### config.mk
export PLATFORM = sky130hd
export DESIGN_NAME = dual_cmp_ctrl
export DESIGN_NICKNAME = d
export VERILOG_FILES = /design/src/rtl/cmpctl_pkg.sv /design/src/rtl/cmpctl_half_reg.sv /design/src/rtl/cmpctl_route.sv /design/src/rtl/cmpctl_sync_edge.sv /design/src/rtl/dual_cmp_ctrl.sv
export SDC_FILE = /design/constraint.sdc
export NUM_CORES = 1
export LEC_CHECK = 0
export BUFFER_PORTS_ARGS = -buffer_cell sky130_fd_sc_hd__clkbuf_2
export CAP_MARGIN = 10
export CORE_UTILIZATION = 38
export DETAILED_ROUTE_END_ITERATION = 10
export PLACE_DENSITY = 0.76
export SYNTH_ARGS = -nofsm -noshare
export SYNTH_HDL_FRONTEND = slang
export SYNTH_HIERARCHICAL = 1
export SYNTH_SLANG_ARGS = --single-unit
### constraint.sdc
create_clock -name clk_i -period 1 [get_ports clk_i]
set_input_delay 0.1 -clock clk_i [delete_from_list [all_inputs] [get_ports clk_i]]
set_output_delay 0.1 -clock clk_i [all_outputs]
set_load 0.02 [all_outputs]
### src/rtl/cmpctl_pkg.sv
package cmpctl_pkg;

    localparam int HALF_W  = 16;
    localparam int SEL_W   = 3;
    localparam int DEST_N  = (1 << SEL_W) - 1;
    localparam int MODE_W  = 2;
    localparam int HYST_W  = 2;
    localparam int BYTES_H = HALF_W / 8;

    // Field positions inside one 16-bit half
    localparam int F_EN    = 0;
    localparam int F_AUX   = 1;   // DAC switch in half A, reserved in half B
    localparam int F_MODE  = 2;
    localparam int F_INSEL = 4;
    localparam int F_SPARE = 7;   // reserved in half A, window enable in half B
    localparam int F_DEST  = 8;
    localparam int F_POL   = 11;
    localparam int F_HYST  = 12;
    localparam int F_STAT  = 14;
    localparam int F_LOCK  = 15;

    // Writable bits per half (status and reserved bits excluded)
    localparam logic [HALF_W-1:0] WMASK_A = 16'hBF7F;
    localparam logic [HALF_W-1:0] WMASK_B = 16'hBFFD;

    typedef struct packed {
        logic              lock;
        logic [HYST_W-1:0] hyst;
        logic              pol;
        logic [SEL_W-1:0]  dest;
        logic              spare;
        logic [SEL_W-1:0]  insel;
        logic [MODE_W-1:0] mode;
        logic              aux;
        logic              en;
    } half_cfg_t;

    function automatic half_cfg_t unpack_half(input logic [HALF_W-1:0] b);
        half_cfg_t c;
        c.lock  = b[F_LOCK];
        c.hyst  = b[F_HYST +: HYST_W];
        c.pol   = b[F_POL];
        c.dest  = b[F_DEST +: SEL_W];
        c.spare = b[F_SPARE];
        c.insel = b[F_INSEL +: SEL_W];
        c.mode  = b[F_MODE +: MODE_W];
        c.aux   = b[F_AUX];
        c.en    = b[F_EN];
        return c;
    endfunction

endpackage

### src/rtl/cmpctl_half_reg.sv
module cmpctl_half_reg
    import cmpctl_pkg::*;
#(
    parameter logic [HALF_W-1:0] WR_MASK = WMASK_A
) (
    input  logic               clk_i,
    input  logic               rst_ni,
    input  logic               wr_en_i,
    input  logic [BYTES_H-1:0] wr_be_i,
    input  logic [HALF_W-1:0]  wr_data_i,
    input  logic               stat_i,
    output logic [HALF_W-1:0]  bits_o,
    output logic [HALF_W-1:0]  rd_o
);

    typedef struct packed {
        logic [HALF_W-1:0] bits;
    } hreg_t;

    hreg_t st_d, st_q;

    always_comb begin
        st_d = st_q;
        if (wr_en_i && !st_q.bits[F_LOCK]) begin
            for (int b = 0; b < BYTES_H; b++) begin
                if (wr_be_i[b]) begin
                    st_d.bits[b*8 +: 8] = wr_data_i[b*8 +: 8] & WR_MASK[b*8 +: 8];
                end
            end
        end
    end

    always_ff @(posedge clk_i or negedge rst_ni) begin
        if (!rst_ni) begin
            st_q <= '0;
        end else begin
            st_q <= st_d;
        end
    end

    always_comb begin
        bits_o         = st_q.bits;
        rd_o           = st_q.bits;
        rd_o[F_STAT]   = stat_i;
    end

endmodule

### src/rtl/cmpctl_route.sv
module cmpctl_route
    import cmpctl_pkg::*;
(
    input  logic              raw_i,
    input  logic              pol_i,
    input  logic              en_i,
    input  logic [SEL_W-1:0]  sel_i,
    output logic              adj_o,
    output logic [DEST_N-1:0] dest_o
);

    logic live;

    assign adj_o = raw_i ^ pol_i;
    assign live  = adj_o & en_i;

    for (genvar k = 0; k < DEST_N; k++) begin : g_dest
        localparam logic [SEL_W-1:0] CODE = SEL_W'(k + 1);
        assign dest_o[k] = live & (sel_i == CODE);
    end

endmodule

### src/rtl/cmpctl_sync_edge.sv
module cmpctl_sync_edge #(
    parameter int STAGES = 2
) (
    input  logic clk_i,
    input  logic rst_ni,
    input  logic async_i,
    output logic sync_o,
    output logic edge_o
);

    typedef struct packed {
        logic [STAGES-1:0] chain;
        logic              prev;
    } sync_t;

    sync_t st_d, st_q;

    always_comb begin
        st_d       = st_q;
        st_d.chain = {st_q.chain[STAGES-2:0], async_i};
        st_d.prev  = st_q.chain[STAGES-1];
    end

    always_ff @(posedge clk_i or negedge rst_ni) begin
        if (!rst_ni) begin
            st_q <= '0;
        end else begin
            st_q <= st_d;
        end
    end

    assign sync_o = st_q.chain[STAGES-1];
    assign edge_o = st_q.chain[STAGES-1] ^ st_q.prev;

endmodule

### src/rtl/dual_cmp_ctrl.sv
module dual_cmp_ctrl
    import cmpctl_pkg::*;
#(
    parameter int SYNC_STAGES = 2
) (
    input  logic              clk_i,
    input  logic              rst_ni,
    input  logic              wr_en_i,
    input  logic [3:0]        wr_be_i,
    input  logic [31:0]       wr_data_i,
    output logic [31:0]       rd_data_o,
    input  logic              raw_a_i,
    input  logic              raw_b_i,
    output logic [DEST_N-1:0] route_a_o,
    output logic [DEST_N-1:0] route_b_o,
    output logic              edge_a_o,
    output logic              edge_b_o,
    output logic              en_a_o,
    output logic              en_b_o,
    output logic [MODE_W-1:0] mode_a_o,
    output logic [MODE_W-1:0] mode_b_o,
    output logic [SEL_W-1:0]  insel_a_o,
    output logic [SEL_W-1:0]  insel_b_o,
    output logic [HYST_W-1:0] hyst_a_o,
    output logic [HYST_W-1:0] hyst_b_o,
    output logic              dac_sw_o,
    output logic              window_o
);

    localparam int CH_N = 2;

    logic [CH_N-1:0]             raw;
    logic [CH_N-1:0]             adj;
    logic [CH_N-1:0]             stat;
    logic [CH_N-1:0]             pulse;
    logic [CH_N-1:0][HALF_W-1:0] bits;
    logic [CH_N-1:0][HALF_W-1:0] rd;
    logic [CH_N-1:0][DEST_N-1:0] dest;
    half_cfg_t                   cfg [CH_N];

    assign raw = {raw_b_i, raw_a_i};

    for (genvar ch = 0; ch < CH_N; ch++) begin : g_ch
        localparam logic [HALF_W-1:0] MASK = (ch == 0) ? WMASK_A : WMASK_B;

        cmpctl_half_reg #(
            .WR_MASK (MASK)
        ) u_reg (
            .clk_i     (clk_i),
            .rst_ni    (rst_ni),
            .wr_en_i   (wr_en_i),
            .wr_be_i   (wr_be_i[ch*BYTES_H +: BYTES_H]),
            .wr_data_i (wr_data_i[ch*HALF_W +: HALF_W]),
            .stat_i    (stat[ch]),
            .bits_o    (bits[ch]),
            .rd_o      (rd[ch])
        );

        assign cfg[ch] = unpack_half(bits[ch]);

        cmpctl_route u_route (
            .raw_i  (raw[ch]),
            .pol_i  (cfg[ch].pol),
            .en_i   (cfg[ch].en),
            .sel_i  (cfg[ch].dest),
            .adj_o  (adj[ch]),
            .dest_o (dest[ch])
        );

        cmpctl_sync_edge #(
            .STAGES (SYNC_STAGES)
        ) u_sync (
            .clk_i   (clk_i),
            .rst_ni  (rst_ni),
            .async_i (adj[ch]),
            .sync_o  (stat[ch]),
            .edge_o  (pulse[ch])
        );
    end

    assign rd_data_o = {rd[1], rd[0]};

    assign route_a_o = dest[0];
    assign route_b_o = dest[1];
    assign edge_a_o  = pulse[0];
    assign edge_b_o  = pulse[1];
    assign en_a_o    = cfg[0].en;
    assign en_b_o    = cfg[1].en;
    assign mode_a_o  = cfg[0].mode;
    assign mode_b_o  = cfg[1].mode;
    assign insel_a_o = cfg[0].insel;
    assign insel_b_o = cfg[1].insel;
    assign hyst_a_o  = cfg[0].hyst;
    assign hyst_b_o  = cfg[1].hyst;
    assign dac_sw_o  = cfg[0].aux;
    assign window_o  = cfg[1].spare;

endmodule

Word level (Yosys, flattened, before mapping)
Index checks and enable logic that the tools add are counted.

operators by class
  equality and inequality tests = 14
  bitwise operators = 20
  reductions and logical operators = 8

operators with widths
  cell                                                 count
  equality test 3 bit, second input constant           8
  AND 1 bit                                            16
  equality test 3 x 2 -> 1 bit, second input constant  4
  AND reduction 2 bit                                  4
  equality test 3 x 1 -> 1 bit, second input constant  2
  bitwise XOR 1 bit                                    4
  logical AND 1 bit                                    2
  logical NOT 1 bit                                    2

word-level totals
  register bits = 34
  input bits = 41
  output and inout port bits = 66

Longest topological paths before layout
  word-level depth = 3
  gate-level depth with buffers = 2
  gate-level depth less buffers = 2

Hierarchy
The synthesis kept the hierarchy.

modules (own cells, without submodules)
  module            times used  cells an instance  area an instance (um2)  seq. area each (um2)
  cmpctl_half_reg   2           49                 675.6                   350.3
  cmpctl_sync_edge  2           4                  83.8                    75.1
  cmpctl_route      2           12                 77.6                    0.0

Worst setup path after synthesis
OpenSTA, ideal clock, no wires.

  path kind = flip-flop to output port
  from = register g_ch[0].u_reg.st_q (netlist bit g_ch[0].u_reg/bits_o[11])
  to = output route_a_o[1]
  data arrival time = 1.396 ns
  required time = 0.900 ns
  slack = -0.496 ns
  stages on the path, launching flop included = 3
  path through = dfrtp_1 xnor2_1 nor4b_1

on the way
  word-level cells in the longest chain between the ends = 3

RTL lines
  item                    line                   source
  start, declared         cmpctl_half_reg.sv:20  hreg_t st_d, st_q;
  start signal, assigned  cmpctl_half_reg.sv:37  st_q <= st_d;
  bitwise XOR 1 bit       cmpctl_route.sv:14     assign adj_o = raw_i ^ pol_i;
  AND 1 bit               cmpctl_route.sv:15     assign live = adj_o & en_i;
  AND 1 bit               cmpctl_route.sv:19     assign dest_o[k] = live & (sel_i == CODE);
  end, declared           dual_cmp_ctrl.sv:14    output logic [DEST_N-1:0] route_a_o,

Every way passes these cells.

Final worst setup path
  from = register g_ch[0].u_reg.st_q (netlist bit g_ch[0].u_reg/bits_o[11])
  to = output route_a_o[2]

The elaborated chain is that of the path after synthesis.

==> impl_metrics.tcl <==
set metrics [dict create \
    failed_checks "negative setup slack" \
    pwr-share-clk_pct 14.4 \
    worst_r2r_startpoint "g_ch[0].u_reg/bits_o[11]" \
    avgViaCountPerCell 4.66 \
    power_leakage_nw 1.37 \
    area_delta_synth_final_pct 65.8 \
    totalWireLength_um 3590 \
    seqPwrFrac_pct 33.8 \
    ctsLongestPathBuffers 2 \
    final.setup.tns_ns -9.80 \
    postLayoutCellArea_um2 2730 \
    final_layout_size_suffix_gt1_share_pct 83.9 \
    timing.setup.critical_path_class "reg2out" \
    worstSetupEndpointType "output port" \
    total_inserted_antenna_cells 0 \
    tritoncts_clock_tree "done" \
    synth_area_um2 1640 \
    starting_density_pct 40.2 \
    yosys_warnings 6 \
    dp_hpwl_um 2530 \
    fin_worst_skew_ns 0.00461 \
    gp_congestion 0.859 \
    portBuffers 100 \
    grt_first_pass_wirelength_um 5310 \
    cp.required_ns 0.90 \
    detail_route.drc_violations 0 \
    power.combinational.fraction_pct 51.8 \
    critical_path_arrival_ns 1.44 \
    final-seq-area_um2 861 \
    num_vias 1271 \
    drt_first_iter_violations 19 \
    switchingPower_mw 2.73 \
    drtAntennaViolNets 0 \
    clockRootBuffer "clkbuf_8" \
    finalNetCount 263 \
    place_area_um2 2320 \
    later_pin_clock_latency_in_the_skew_report_ns 0.28 \
    ff2ff_path_depth 4 \
    timing.final.ws_setup_ns -0.537 \
    fin_crit_sh_pct 154 \
    timing.final.max_slew_violations 0 \
    holdCritPathClass "in2reg" \
    global_route_total_usage_across_every_layer_pct 16.1 \
    routed_wire_length_per_instance_um 13.2 \
    maxCapViolations 0 \
    die_height_um 67.8 \
    post-route-min-period_ns 1.54 \
    worst_r2r_endpoint "g_ch[0].u_reg/bits_o[11]" \
    worstSetupEndpoint "route_a_o[2]" \
    timing.reg2reg.setup_slack_ns -0.16 \
    chipWidth_um 67.8 \
    cp-startpoint "g_ch[0].u_reg/bits_o[11]" \
    design.die.area_um2 4590 \
    setup_violations 60 \
    irDropWorstVdd_mv 1.18 \
    outcome "finished with violations" \
    grt_overflow 0 \
    power_density_cells_nw_per_um2 2520 \
    numClockSinks 34 \
    std_cell_rows 23 \
    grt_antenna_before_repair 0 \
    num-fill-cells 296 \
    io_pins 107 \
    report.final.hold_viol_count 0 \
    grt_max_degree 35 \
    floorplan.core_area_um2 4090 \
    postSynthNetCount 167 \
    syn_area_per_cell_um2 13.0 \
    multiInputGateArea_um2 796 \
    cts_made_buffers 5 \
    intPower_mw 4.13 \
    via_count_of_the_first_global_routing_pass 1169 \
    grt_setup_unrepaired "yes" \
    critPathMaxFanout 8 \
    netlist_instances 126 \
    power.switching_fraction_pct 39.8 \
    finalHoldWorstSlack_ns 0.0504 \
    clk_pin_slew_ns 0.07 \
    first_pass_iters 3 \
    critPathLaunchType "register" \
    max_clock_freq_mhz 650 \
    placement.setup.worst_slack_ns -0.252 \
    cts-htree-levels 2 \
]
## power groups by stage
| stage | clock network [mW] | logic, mW | registers [mW] |
|---|---|---|---|
| 4_1_cts | 1.04 | 3.25 | 2.32 |
| 3_3_place_gp | 0 | 2.81 | 2.27 |
| 3_5_place_dp | 0 | 2.85 | 2.31 |
| 6_report | 0.990 | 3.55 | 2.32 |
| 5_1_grt | 1.08 | 3.78 | 2.39 |
| 2_1_floorplan | 0 | 1.99 | 2.53 |
## worst min path at each step
stage,from,to,slack (ns),cells after the start
after global routing,wr_data_i[28],g_ch[1].u_reg/bits_o[12],0.05,2
after CTS,wr_data_i[13],g_ch[0].u_reg/bits_o[13],0.04,2
after detailed placement,rst_ni,g_ch[1].u_reg/bits_o[12],0.08,2
after floorplan,rst_ni,g_ch[0].u_reg/bits_o[0],-0.20,0
final,wr_data_i[16],g_ch[1].u_reg/bits_o[0],0.05,2
after global placement,rst_ni,g_ch[1].u_reg/bits_o[11],0.07,2
## metal layers
metal | track usage, % | routed length (um) | vias to the layer above | part of all wire [%]
li1 | - | - | 596 | -
met1 | 17.2 | 1330 | 605 | 37
met2 | 29.2 | 2010 | 62 | 56
met3 | 3.55 | 169 | 8 | 4.7
met4 | 8.59 | 78 | 0 | 2.2
met5 | 0 | 0 | - | 0
## critical path, cell delays in order, from the launching register on
cell and delay (ns):
dfrtp_2 0.44, xnor2_4 0.45, nor4b_4 0.09, buf_4 0.18
## metrics by stage
stage | util (%) | instances | power (mW)
after floorplan | - | 126 | 4.53
after global placement | 56.8 | 258 | 5.08
after detailed placement | 56.8 | 258 | 5.15
after CTS | 64.3 | 271 | 6.61
after global routing | 66.7 | 273 | 7.25
final | 66.7 | 273 | 6.86
## registers in the layout, indices dropped and copies added, names as in the netlist
name and flops:
g_ch.u_sync/st_d 2, g_ch.u_sync/st_q 2, g_ch.u_reg/bits_o 28, g_ch.u_sync/sync_o 2
## timing repair
action | 4_1_cts | 5_1_grt
hold buffers | 1 | 0
endpoints found under the hold margin | 34 | 0
pin swaps | 6 | 1
setup buffers | 5 | 4
setup endpoints to repair | 57 | 61
resized for setup | 44 | 53
## layout make-up
| class | instances | share of cell area (%) |
|---|---|---|
| tap | 50 | 2.29 |
| inverter | 2 | 0.275 |
| clock buffer | 7 | 3.17 |
| timing repair buffer | 121 | 33.3 |
| sequential | 34 | 31.6 |
| multi-input combinational | 58 | 29.2 |
| clock inverter | 1 | 0.184 |
## cell usage in the layout, fill, tap and decap left out, types with 2 or more instances in the layout
cell,count
clkbuf_2,67
mux2_2,26
dfrtp_1,26
buf_4,22
buf_6,15
buf_8,11
dfrtp_2,8
nor4b_4,8
clkbuf_8,7
nand3b_4,4
nor3_2,4
a31o_2,2
conb_1,2
xnor2_4,2
inv_1,2
nand2_4,2
nand2_1,2
nor4_4,2
xor2_1,2
buf_2,2
buf_12,2
Power figures use the tool's default switching activity.
